### config.mk
export PLATFORM = sky130hd
export DESIGN_NAME = ext_trig_clk_cond
export DESIGN_NICKNAME = d
export VERILOG_FILES = /design/src/rtl/etc_pkg.sv /design/src/rtl/etc_sync.sv /design/src/rtl/etc_edge_fsm.sv /design/src/rtl/etc_prescaler.sv /design/src/rtl/ext_trig_clk_cond.sv
export SDC_FILE = /design/constraint.sdc
export NUM_CORES = 1
export LEC_CHECK = 0
export CORE_MARGIN = 10
export CORE_UTILIZATION = 30
export CTS_CLUSTER_DIAMETER = 40
export DETAILED_ROUTE_END_ITERATION = 16
export SLEW_MARGIN = 0
export SYNTH_ARGS = -nofsm -noshare
export SYNTH_HDL_FRONTEND = slang
export SYNTH_SLANG_ARGS = --single-unit
### constraint.sdc
create_clock -name clk -period 3.3 [get_ports clk]
set_clock_uncertainty 0.1 [all_clocks]
set_input_delay 0.66 -clock clk [delete_from_list [all_inputs] [get_ports clk]]
set_output_delay 0.66 -clock clk [all_outputs]
set_load 0.02 [all_outputs]
### src/rtl/etc_pkg.sv
package etc_pkg;
    typedef enum logic [1:0] {
        TRG_INIT = 2'd0,
        TRG_LOW  = 2'd1,
        TRG_HIGH = 2'd2
    } trg_state_e;

    typedef enum logic [1:0] {
        SRC_INT = 2'd0,
        SRC_EXT = 2'd1,
        SRC_BAD = 2'd2
    } clk_src_e;
endpackage

### src/rtl/etc_sync.sv
module etc_sync #(
    parameter int STAGES = 2
) (
    input  logic clk,
    input  logic rst_n,
    input  logic d_in,
    output logic d_out
);
    logic [STAGES-1:0] chain_q;

    always_ff @(posedge clk) begin
        if (!rst_n) chain_q <= '0;
        else        chain_q <= {chain_q[STAGES-2:0], d_in};
    end

    assign d_out = chain_q[STAGES-1];
endmodule

### src/rtl/etc_edge_fsm.sv
module etc_edge_fsm
    import etc_pkg::*;
(
    input  logic clk,
    input  logic rst_n,
    input  logic sync_in,
    input  logic invert,
    output logic edge_out
);
    trg_state_e state_q, state_d;
    logic       lvl;

    assign lvl = sync_in ^ invert;

    // state register
    always_ff @(posedge clk) begin
        if (!rst_n) state_q <= TRG_INIT;
        else        state_q <= state_d;
    end

    // next state and output
    always_comb begin
        state_d  = state_q;
        edge_out = 1'b0;
        unique case (state_q)
            TRG_INIT: state_d = lvl ? TRG_HIGH : TRG_LOW;   // START_HIGH / START_LOW
            TRG_LOW: begin
                if (lvl) begin                              // RISE
                    state_d  = TRG_HIGH;
                    edge_out = 1'b1;
                end
            end
            TRG_HIGH: if (!lvl) state_d = TRG_LOW;          // FALL
            default:  state_d = TRG_INIT;
        endcase
    end

    assert_edge_single_R12: assert property (@(posedge clk) disable iff (!rst_n)
        edge_out |=> !edge_out);
endmodule

### src/rtl/etc_prescaler.sv
module etc_prescaler #(
    parameter int PSC_W = 2
) (
    input  logic             clk,
    input  logic             rst_n,
    input  logic [PSC_W-1:0] code,
    input  logic             edge_in,
    output logic             pulse_out
);
    localparam int PCNT_W = (1 << PSC_W) - 1;

    logic [PSC_W-1:0]  code_q;
    logic [PCNT_W-1:0] cnt_q;
    logic [PCNT_W-1:0] last;
    logic              same_code;

    assign last      = PCNT_W'((1 << code) - 1);
    assign same_code = (code == code_q);
    assign pulse_out = edge_in && same_code && (cnt_q == last);

    always_ff @(posedge clk) begin
        if (!rst_n) begin
            code_q <= '0;
            cnt_q  <= '0;
        end else begin
            code_q <= code;
            if (!same_code)   cnt_q <= '0;
            else if (edge_in) cnt_q <= (cnt_q == last) ? '0 : cnt_q + 1'b1;
        end
    end

    assert_psc_on_edge_R5: assert property (@(posedge clk) disable iff (!rst_n)
        pulse_out |-> edge_in);
    assert_psc_clear_R6: assert property (@(posedge clk) disable iff (!rst_n)
        (code != code_q) |=> (cnt_q == '0));
endmodule

### src/rtl/ext_trig_clk_cond.sv
module ext_trig_clk_cond
    import etc_pkg::*;
#(
    parameter int CNT_W       = 16,
    parameter int PSC_W       = 2,
    parameter int MODE_W      = 3,
    parameter int SYNC_STAGES = 2
) (
    input  logic              clk,
    input  logic              rst_n,
    input  logic              ext_trig_in,
    input  logic              trig_pol,
    input  logic [PSC_W-1:0]  psc_sel,
    input  logic              ext_mode2_en,
    input  logic [MODE_W-1:0] slave_mode,
    input  logic [MODE_W-1:0] trig_sel,
    output logic [CNT_W-1:0]  count_q,
    output logic              trig_pulse,
    output logic              cfg_illegal
);
    localparam logic [MODE_W-1:0] EXT_CODE = '1;

    logic     ext_sync;
    logic     edge_hit;
    logic     psc_pulse;
    logic     mode1_sel;
    clk_src_e src;
    logic     cnt_en;

    etc_sync #(.STAGES(SYNC_STAGES)) u_sync (
        .clk(clk), .rst_n(rst_n), .d_in(ext_trig_in), .d_out(ext_sync)
    );

    etc_edge_fsm u_edge (
        .clk(clk), .rst_n(rst_n), .sync_in(ext_sync), .invert(trig_pol),
        .edge_out(edge_hit)
    );

    etc_prescaler #(.PSC_W(PSC_W)) u_psc (
        .clk(clk), .rst_n(rst_n), .code(psc_sel), .edge_in(edge_hit),
        .pulse_out(psc_pulse)
    );

    // clock source decode
    assign mode1_sel   = (slave_mode == EXT_CODE) && (trig_sel == EXT_CODE);
    assign cfg_illegal = ext_mode2_en && (trig_sel == EXT_CODE)
                         && (slave_mode != '0) && (slave_mode != EXT_CODE);

    always_comb begin
        if (cfg_illegal)                    src = SRC_BAD;
        else if (ext_mode2_en || mode1_sel) src = SRC_EXT;
        else                                src = SRC_INT;
    end

    always_comb begin
        unique case (src)
            SRC_INT: cnt_en = 1'b1;
            SRC_EXT: cnt_en = psc_pulse;
            SRC_BAD: cnt_en = 1'b0;
            default: cnt_en = 1'b0;
        endcase
    end

    always_ff @(posedge clk) begin
        if (!rst_n)      count_q <= '0;
        else if (cnt_en) count_q <= count_q + 1'b1;
    end

    assign trig_pulse = psc_pulse && rst_n;

    assert_reset_R1: assert property (@(posedge clk)
        !rst_n |=> (count_q == '0));
    assert_int_count_R2: assert property (@(posedge clk) disable iff (!rst_n)
        (!ext_mode2_en && !mode1_sel) |=> (count_q == CNT_W'($past(count_q) + 1'b1)));
    assert_ext_hold_R7: assert property (@(posedge clk) disable iff (!rst_n)
        (ext_mode2_en && !cfg_illegal && !trig_pulse) |=> $stable(count_q));
    assert_hold_illegal_R10: assert property (@(posedge clk) disable iff (!rst_n)
        cfg_illegal |=> $stable(count_q));
endmodule

==> qor.txt <==
Slowest-stage cell, CP = clkdlybuf4s50_1
CTS max path bufs = 2
Worst slack, placed = -0.285 ns
Initial antenna violation count = 0
Flop pwr share = 55.2%
Die Area = 0.00706 mm2
Die Wd = 84.0 um
Buffers on Ports = 30
WS Path Type = input pin to primary output
Final setup margin = 0.164 ns
Share of layout cells above drive strength 1 = 10.1%
Die height = 84.0 um
P_int = 432 uW
Clk sink count = 25
Cts hold-fix bufs = 0
Congestion Overflow GR = 0
Worst-Skew Late Latency = 0.27 ns
Post-Layout Cell Count = 228
CTS H-tree depth = 1
Reg2reg start = u_psc.cnt_q[1]
Top_reg_cell synth = dfxtp_1
Post-synthesis register bit count = 25
Worst slew margin = 60.4%
CP endpoint kind = primary output
Total track usage = 8.76%
Cell Chain, Critical Path = clkdlybuf4s50_1 > or3b_1 > a21oi_1 > o21ai_1 > nor4_1 > clkbuf_2
Fraction of registers with async set/reset = 0%
CP required = 2.54 ns
Pwr dens = 340 mW/mm2
CTS tree = built
Met3 routed WL = 168 um
Post-CTS setup buffers = 0
Row cnt = 23
Largest net degree at the start of global routing = 19
Vias in the first global route = 1120
Leak pwr = 0.561 nW
Peak Freq = 0.319 GHz
Period utilisation layout = 95.0%
DRT Wirelength = 3.10 mm
Worst Setup SP = psc_sel[0]
Root Buffer = clkbuf_8
Routed wire per std cell = 13.6 um
WP data arrival = 2.38 ns
Area contributors post-synth = dfxtp_1 41%, a21oi_1 4.1%, mux2i_1 4.1%
1st-iter DRT viols = 36
Routed length on met1 = 1.32 mm
Worst hold path type = register to register
Top cell type's share of synthesized area = 40.7%
Cell variety after synth = 33
TritonRoute pass-1 iters = 4
Top sig layer = met4
Power Total = 569 uW
Syn avg cell area = 8.79 um2
Final min period = 3.14 ns
Post-synth top area cell = dfxtp_1
# diodes = 0
Final setup viols = 0
GPL Wtd Cong = 0.794
Fin util = 42.1%
Yosys warns = 0
Post-Syn Area = 0.00123 mm2
CP max FO = 4
Antenna-violating nets left = 0
Worst-path clk slew = 0.09 ns
Max Cap Viol = 0
RSZ-0062 raised after global routing = no
Global-route wire length before repair = 5.27 mm
Total number of vias = 1180
DRC Markers = 0
Core outline area = 0.00397 mm2
Layout area overhead = 35.9%
Syn_nets = 155
CP Launch Type = input pin
Most frequent cells after synthesis = 25 x dfxtp_1, 13 x nand2_1, 10 x a21oi_1, 8 x nand3_1, 8 x nor2_1
Worst Tran Pin Value = 0.593 ns
Gate Count Post-Synth = 140
Max Slew Vio Count = 0
Net Sw Power = 137 uW
Post-cts sizing count = 1
Switching share of power = 24.1%
Vias per Instance = 5.18
Register area share after synthesis = 40.7%
Maximum VDD drop = 0.150 mV
Critical path's largest stage delay = 0.52 ns
Dpl cells = 224
Final hold vios = 0
Num CTS Buffers = 3
Final HPWL DP = 2.41 mm
Post-synth EDFFs = 0
Clock power share = 32.2%
Worst Min Path Start = u_sync.chain_q[0]
Layout Nets = 194
Status = completed
Comb pwr share = 12.6%
Top-count cell post-synth = dfxtp_1
Wire length on met2 = 1.54 mm
Starting density of the core = 31.0%
Ports = 31
## worst paths after layout
| check | endpoint | slack (ns) | cells after the start |
|---|---|---|---|
| worst max-delay path | trig_pulse | 0.16 | 6 |
| worst min-delay path | u_sync.chain_q[1] | 0.34 | 1 |
| worst max register to register | count_q[4] | 0.67 | 8 |
| worst min register to register | u_sync.chain_q[1] | 0.34 | 1 |
## kinds of logic after synthesis
kind of cell / count (synthesis) / share of synthesized area [%]
AND/OR/NAND/NOR: 65 / 30.8
AO/OA/AOI/OAI: 27 / 13.8
flip-flops: 25 / 40.7
buffers and inverters: 10 / 4.27
XOR/XNOR: 6 / 4.27
multiplexers: 5 / 4.07
adder cells (fa/ha/maj): 2 / 2.03
## power groups by stage
stage / Sequential [mW] / Clock [mW] / Combinational, mW
finish: 0.314 / 0.183 / 0.0717
CTS: 0.315 / 0.192 / 0.0723
global route: 0.315 / 0.204 / 0.0802
floorplan: 0.324 / 0 / 0.0328
global placement: 0.321 / 0 / 0.0701
detailed placement: 0.322 / 0 / 0.0719
## area by class of cell
cell class                      instances  area (um2)
Multi-Input combinational cell        105         677
Sequential cell                        25         500
Timing Repair Buffer                   40         370
Clock inverter                          1        5.00
Fill cell                             394        2300
Tap cell                               50        62.6
Clock buffer                            3        41.3
Inverter                                4        15.0
## routing by layer
metal  global-route usage (%)  vias up
met5                        0        -
met2                     14.0       26
met3                     2.05        6
met1                     10.1      550
li1                         -      598
met4                     5.63        0
## state kept, by name, summed over array words and instances, names as in the netlist
register,flops
u_edge.state_q,2
u_psc.cnt_q,3
u_psc.code_q,2
u_sync.chain_q,2
count_q,16
## stage by stage
step	area (um2)	hold WS, ns	TNS [ns]
2_1_floorplan	1230	0.312	0
3_3_place_gp	1630	0.322	-0.153
3_5_place_dp	1630	0.327	-0.486
4_1_cts	1680	0.349	0
5_1_grt	1670	0.360	0
6_report	1670	0.341	0
## cells in the final DEF (no fill, tap or decap), types with 2 or more instances in the layout
| cell | instances |
|---|---|
| a21oi_1 | 10 |
| and2_1 | 4 |
| buf_4 | 10 |
| clkbuf_8 | 3 |
| clkdlybuf4s50_1 | 29 |
| dfxtp_1 | 25 |
| ha_1 | 2 |
| inv_1 | 4 |
| mux2i_1 | 5 |
| nand2_1 | 13 |
| nand2b_1 | 2 |
| nand3_1 | 8 |
| nand4_1 | 4 |
| nor2_1 | 8 |
| nor3_1 | 2 |
| nor4_1 | 5 |
| o21a_1 | 3 |
| o21ai_0 | 4 |
| o31a_1 | 3 |
| o31ai_1 | 5 |
| or3_1 | 5 |
| or4_1 | 6 |
| xnor2_1 | 2 |
| xor2_1 | 4 |
## worst max-delay path, delay by kind of cell
kind / cells / cell delay [ns]
AND/OR/NAND/NOR: 2 / 0.66
AO/OA/AOI/OAI: 2 / 0.31
buffers and inverters: 2 / 0.74
Power figures use the tool's default switching activity.
